## config.mk

```make
export PLATFORM = sky130hd
export DESIGN_NAME = sd_clkctl
export DESIGN_NICKNAME = d
export VERILOG_FILES = /design/src/rtl/sd_clkctl.sv
export SDC_FILE = /design/constraint.sdc
export NUM_CORES = 1
export LEC_CHECK = 0
export ABC_AREA = 1
export BUFFER_PORTS_ARGS = -buffer_cell sky130_fd_sc_hd__buf_4
export CORE_UTILIZATION = 52
export CTS_CLUSTER_DIAMETER = 60
export CTS_CLUSTER_SIZE = 24
export DETAILED_ROUTE_END_ITERATION = 6
export PLACE_DENSITY = 0.84
export SYNTH_ARGS = -nofsm -noshare
export SYNTH_HDL_FRONTEND = slang
export SYNTH_SLANG_ARGS = --single-unit
```

## constraint.sdc

```tcl
create_clock -name clk -period 3 [get_ports clk]
set_clock_uncertainty 0.05 [all_clocks]
set_input_delay 0 -clock clk [delete_from_list [all_inputs] [get_ports clk]]
set_output_delay 0 -clock clk [all_outputs]
set_load 0.02 [all_outputs]
```

## src/rtl/sd_clkctl.sv

```systemverilog
module sd_clkctl #(
  parameter int STABLE_CYCLES = 16,
  parameter int RESET_CYCLES  = 8,
  parameter int IRQ_W         = 8
) (
  input  logic             clk,
  input  logic             rst_n,
  input  logic             wr_en,
  input  logic [1:0]       wr_addr,
  input  logic [15:0]      wr_data,
  input  logic [IRQ_W-1:0] irq_set,
  output logic [15:0]      clk_ctl_rd,
  output logic [7:0]       host_ctl_rd,
  output logic [IRQ_W-1:0] int_status,
  output logic             srst_busy,
  output logic [1:0]       bus_width,
  output logic             card_clk
);
  localparam int STW = $clog2(STABLE_CYCLES + 1);
  localparam int RTW = $clog2(RESET_CYCLES);
  localparam logic [1:0] A_CLK = 2'd0, A_HOST = 2'd1, A_SRST = 2'd2, A_IRQ = 2'd3;

  logic [7:0]       sel_q;
  logic             ien_q, sden_q;
  logic [STW-1:0]   st_cnt;
  logic [7:0]       host_q;
  logic [IRQ_W-1:0] irq_q;
  logic             busy_q;
  logic [RTW-1:0]   rcnt;
  logic [7:0]       div_cnt;
  logic             div_q, gate_n;

  wire stable = ien_q && (st_cnt == STW'(STABLE_CYCLES));
  wire run    = sden_q && stable;
  wire bypass = (sel_q == 8'd0);
  wire [IRQ_W-1:0] w1c = (wr_en && wr_addr == A_IRQ) ? wr_data[IRQ_W-1:0] : '0;

  always_ff @(posedge clk or negedge rst_n) begin
    if (!rst_n) begin
      sel_q <= '0; ien_q <= 1'b0; sden_q <= 1'b0;
      host_q <= '0; irq_q <= '0; busy_q <= 1'b0; rcnt <= '0;
    end else if (busy_q) begin
      sel_q <= '0; ien_q <= 1'b0; sden_q <= 1'b0;
      host_q <= '0; irq_q <= '0;
      if (rcnt == RTW'(RESET_CYCLES - 1)) busy_q <= 1'b0;
      else rcnt <= rcnt + 1'b1;
    end else if (wr_en && wr_addr == A_SRST && wr_data[0]) begin
      sel_q <= '0; ien_q <= 1'b0; sden_q <= 1'b0;
      host_q <= '0; irq_q <= '0; busy_q <= 1'b1; rcnt <= '0;
    end else begin
      if (wr_en && wr_addr == A_CLK) begin
        sel_q  <= wr_data[15:8];
        sden_q <= wr_data[2];
        ien_q  <= wr_data[0];
      end
      if (wr_en && wr_addr == A_HOST) host_q <= wr_data[7:0];
      irq_q <= (irq_q & ~w1c) | irq_set;
    end
  end

  always_ff @(posedge clk or negedge rst_n) begin
    if (!rst_n) st_cnt <= '0;
    else if (!ien_q) st_cnt <= '0;
    else if (!stable) st_cnt <= st_cnt + 1'b1;
  end

  always_ff @(posedge clk or negedge rst_n) begin
    if (!rst_n) begin
      div_cnt <= '0; div_q <= 1'b0;
    end else if (!run || bypass) begin
      div_cnt <= '0; div_q <= 1'b0;
    end else if (div_cnt >= sel_q - 8'd1) begin
      div_cnt <= '0; div_q <= ~div_q;
    end else begin
      div_cnt <= div_cnt + 8'd1;
    end
  end

  always_ff @(negedge clk or negedge rst_n) begin
    if (!rst_n) gate_n <= 1'b0;
    else gate_n <= run && bypass;
  end

  assign card_clk    = bypass ? (clk & gate_n) : (div_q & run);
  assign clk_ctl_rd  = {sel_q, 5'b0, sden_q, stable, ien_q};
  assign host_ctl_rd = host_q;
  assign int_status  = irq_q;
  assign srst_busy   = busy_q;
  assign bus_width   = host_q[5] ? 2'd2 : (host_q[1] ? 2'd1 : 2'd0);
endmodule

```

Yosys cells after proc, flatten, opt, wreduce, memory -nomap -nowiden
Index checks and enable logic that the tools add are counted.
- word-level logic and storage cells: 76
- ROM bits: 0
- memories kept: 0
- input bits: 29
- register bits after elaboration: 45
- bits in latches: 0
- bits in writable memories: 0
- output and inout bits: 36
- $lt $le $gt $ge: 1
- divide/modulo/power cells: 0
- shift operators: 0
- reduce and logical (&&, ||, !) cells: 17
- eq/ne operators: 7
- $add $sub $neg: 4
- bitwise logic cells: 6
- $mul: 0
- muxes and demuxes: 30
- operators by type and width (cell ; number):
    $mux 8 ; 11
    $mux 1 ; 13
    $mux 5 ; 2
    $mux 3 ; 3
    $add 8x1->8 const B ; 1
    $and 8x8->8 ; 1
    $ge 8x8->1 ; 1
    $logic_and 1x1->1 ; 8
    $logic_not 8->1 ; 1
    $not 8->8 ; 1
    $or 8x8->8 ; 1
    $sub 8x1->8 const B ; 1
    $reduce_bool 3->1 ; 2
    $add 5x1->5 const B ; 1
    $eq 5x5->1 const B ; 1
    $eq 2x2->1 const B ; 2
    $ne 2x2->1 const B ; 2
    $reduce_bool 2->1 ; 2
    $add 3x1->3 const B ; 1
    $eq 3x3->1 const B ; 1
    $and 1x1->1 ; 2
    $eq 2x1->1 const B ; 1
    $logic_not 2->1 ; 1
    $mux 2 ; 1
    other kinds (4) ; 4

Depth between registers and ports, before layout
- word-level depth: 8
- depth in mapped cells: 14
- gate-level depth less buffers: 14

==> impl_metrics.tcl <==
set metrics [dict create \
    outcome "complete, but fails checks" \
    violations "DRC" \
    pwr-share-clk_pct 26.6 \
    worst_setup_path_start_kind "flop" \
    r2r-end "gate_n" \
    path_cells "nand3_1 > nand2_1 > buf_4" \
    swShare_pct 38.3 \
    cp.arrival_ns 2.60 \
    regArea_um2 1130 \
    drv_cap 0 \
    dpl_cell_area_um2 2900 \
    io_pins 65 \
    postSynthAreaPerCell_um2 8.48 \
    slowest_stage "dfrtn_1" \
    route.detailed.drc 4 \
    initial_core_util_pct 55.0 \
    worst-path-buf-inv 1 \
    cp-end-kind "output pin" \
    combPwrFrac_pct 36.5 \
    required_ns 2.95 \
    switchingPower_uw 864 \
    multi_input_area_um2 1130 \
    via_count 2447 \
    die-height_um 70.6 \
    pwr-share-seq_pct 37.0 \
    drv_slew 0 \
    port-buffer-count 59 \
    grt_pass1_wl_mm 12.6 \
    power_density_nw_per_um2 646 \
    grt_max_degree 45 \
    cts_tree "built" \
    finalNonFillerCells 448 \
    place_congestion 0.796 \
    critPathTopFamily "flip-flops" \
    fillCellCount 266 \
    die_x_um 70.6 \
    rrSetupSlack_ns 0.39 \
    ys_seq_area_share_pct 46.1 \
    r2r.worst_path.cells 6 \
    leakage_nw 1.73 \
    grt.total_usage_pct 33.3 \
    placed_cells_incl_taps 393 \
    crit_end "card_clk" \
    via_per_inst 5.46 \
    grt_overflow 0 \
    synth.distinct_cells 28 \
    first_pass_iters 6 \
    synth_area_um2 2440 \
    drt_iter0_markers 173 \
    path_clk_slew_ns 0.10 \
    hold_path_class "input pin to flop" \
    fin_area_um2 3490 \
    rows 24 \
    ir_drop_uv 447 \
    cp_max_fo 1 \
    hold_violations 0 \
    routedWlPerCell_um 16.7 \
    drive_gt1_share_pct 22.7 \
    grt_pass1_vias 2638 \
    finalSetupViolCount 0 \
    antenna_found_initial 0 \
    r2r-start "st_cnt[0]" \
    syn_inst 288 \
    synth-warning-count 0 \
    power_mw 2.26 \
    ctsResizeCount 0 \
    intPower_mw 1.39 \
    area_growth_pct 43.0 \
    dieArea_um2 4980 \
    hpwlAfterDp_mm 3.79 \
    rsz0062_at_grt "no" \
    routed_wl_mm 7.48 \
    nets 439 \
    ant_nets 0 \
    crit_start "gate_n" \
    fin_tns_setup_ns 0 \
    core_area_um2 4440 \
    path_class "flop to output pin" \
    diodes 0 \
    whs_ns 0.0226 \
    relSlewSlack_pct 63.0 \
    slowest_delay_ns 0.39 \
    clock_latency_ns 0.42 \
    cp_num_cells 3 \
    synth_seq_cells 45 \
    worstMarginPinSlew_ns 0.555 \
]
## repair_timing
action / CTS / global route
endpoints found under the hold margin: 70 / 0
setup buffers: 0 / 0
hold buffers: 44 / 0
## power groups by stage
| stage | registers (mW) | clock network, mW | logic (mW) |
|---|---|---|---|
| after detailed placement | 0.825 | 0.000178 | 0.692 |
| final | 0.835 | 0.600 | 0.823 |
| after CTS | 0.819 | 0.596 | 0.766 |
| after global routing | 0.844 | 0.626 | 0.898 |
| after global placement | 0.825 | 0.000178 | 0.665 |
| after floorplan | 0.898 | 0.000178 | 0.378 |
## state kept, by name (all words and copies together), names as in the netlist
signal       cells
div_cnt          8
rcnt             3
sel_q            8
ien_q            1
div_q            1
host_ctl_rd      8
srst_busy        1
sden_q           1
int_status       8
st_cnt           5
gate_n           1
## cells in the mapped netlist
cell type | n | share of area (%)
nor2_4 | 2 | 0.92
nand4_4 | 1 | 0.87
buf_2 | 2 | 0.41
nand3_4 | 1 | 0.72
and3_1 | 1 | 0.26
dfrtn_1 | 1 | 1.0
a21o_2 | 1 | 0.36
nor3_2 | 3 | 1.2
nand3_2 | 1 | 0.41
nor2_2 | 2 | 0.51
dfrtp_1 | 44 | 45
ha_1 | 15 | 7.7
nand4_1 | 2 | 0.51
nor3_4 | 2 | 1.3
xnor2_1 | 6 | 2.2
a21oi_1 | 28 | 5.7
buf_4 | 9 | 2.8
nand2_1 | 73 | 11
nor2_1 | 30 | 4.6
nand3_1 | 12 | 2.5
nand2_2 | 2 | 0.51
inv_1 | 30 | 4.6
inv_2 | 3 | 0.46
nor3_1 | 3 | 0.61
conb_1 | 1 | 0.15
xor2_1 | 4 | 1.4
o21ai_0 | 8 | 1.6
o21ai_2 | 1 | 0.36
## layout make-up
cell class,instances,area share (%)
clock inverter,3,1.36
clock buffer,9,3.37
timing repair buffer,103,25.3
sequential,45,32.2
inverter,33,3.54
tap,52,1.86
multi-input combinational,203,32.4
## metrics by stage
step           setup slack [ns]  util [%]
2_1_floorplan             0.387         -
3_3_place_gp              0.433      65.2
3_5_place_dp              0.400      65.2
4_1_cts                   0.334      78.6
5_1_grt                   0.246      78.6
6_report                  0.350      78.6
## per-layer routing
metal	global-route usage [%]	routed length, um
met5	0	0
met4	14.7	240
met3	11.3	601
met2	56.5	3760
met1	38.5	2890
## worst min path at each step
stage | slack [ns] | startpoint | end | cells after the start
2_1_floorplan | -0.35 | rst_n | div_cnt[0] | 0
3_3_place_gp | 0.08 | rst_n | div_cnt[7] | 2
3_5_place_dp | 0.09 | rst_n | st_cnt[0] | 2
4_1_cts | 0.001 | wr_addr[0] | host_ctl_rd[6] | 4
5_1_grt | 0.04 | wr_addr[0] | host_ctl_rd[6] | 4
6_report | 0.02 | wr_addr[0] | host_ctl_rd[3] | 4
## layout by cell type (no fill, tap or decap), types with 2 or more instances in the layout
| master | count |
|---|---|
| conb_1 | 5 |
| nor3_1 | 3 |
| ha_1 | 15 |
| dfrtp_1 | 44 |
| inv_2 | 3 |
| xor2_1 | 4 |
| inv_6 | 2 |
| nor2_1 | 30 |
| nor2_4 | 2 |
| nand3_1 | 12 |
| a21oi_1 | 28 |
| nand2_2 | 2 |
| nor3_2 | 3 |
| nand2_1 | 73 |
| nand4_1 | 2 |
| nor3_4 | 2 |
| nor2_2 | 2 |
| buf_4 | 60 |
| clkbuf_8 | 8 |
| o21ai_0 | 8 |
| xnor2_1 | 6 |
| dlygate4sd3_1 | 44 |
| inv_1 | 30 |
## kinds of logic after synthesis
group / share of synthesized area (%)
fa+ha+maj: 7.68
other cells: 0.153
flops: 46.1
simple gates: 26.2
compound gates: 8.09
buf+inv: 8.24
xor+xnor: 3.58
## worst reg2reg max path: stages, from the launching register on
cell	delay, ns
dfrtp_1	0.38
inv_1	0.08
ha_1	0.19
nand2_1	0.05
inv_1	0.08
nand4_4	0.09
nor3_1	0.05
Power figures use the tool's default switching activity.
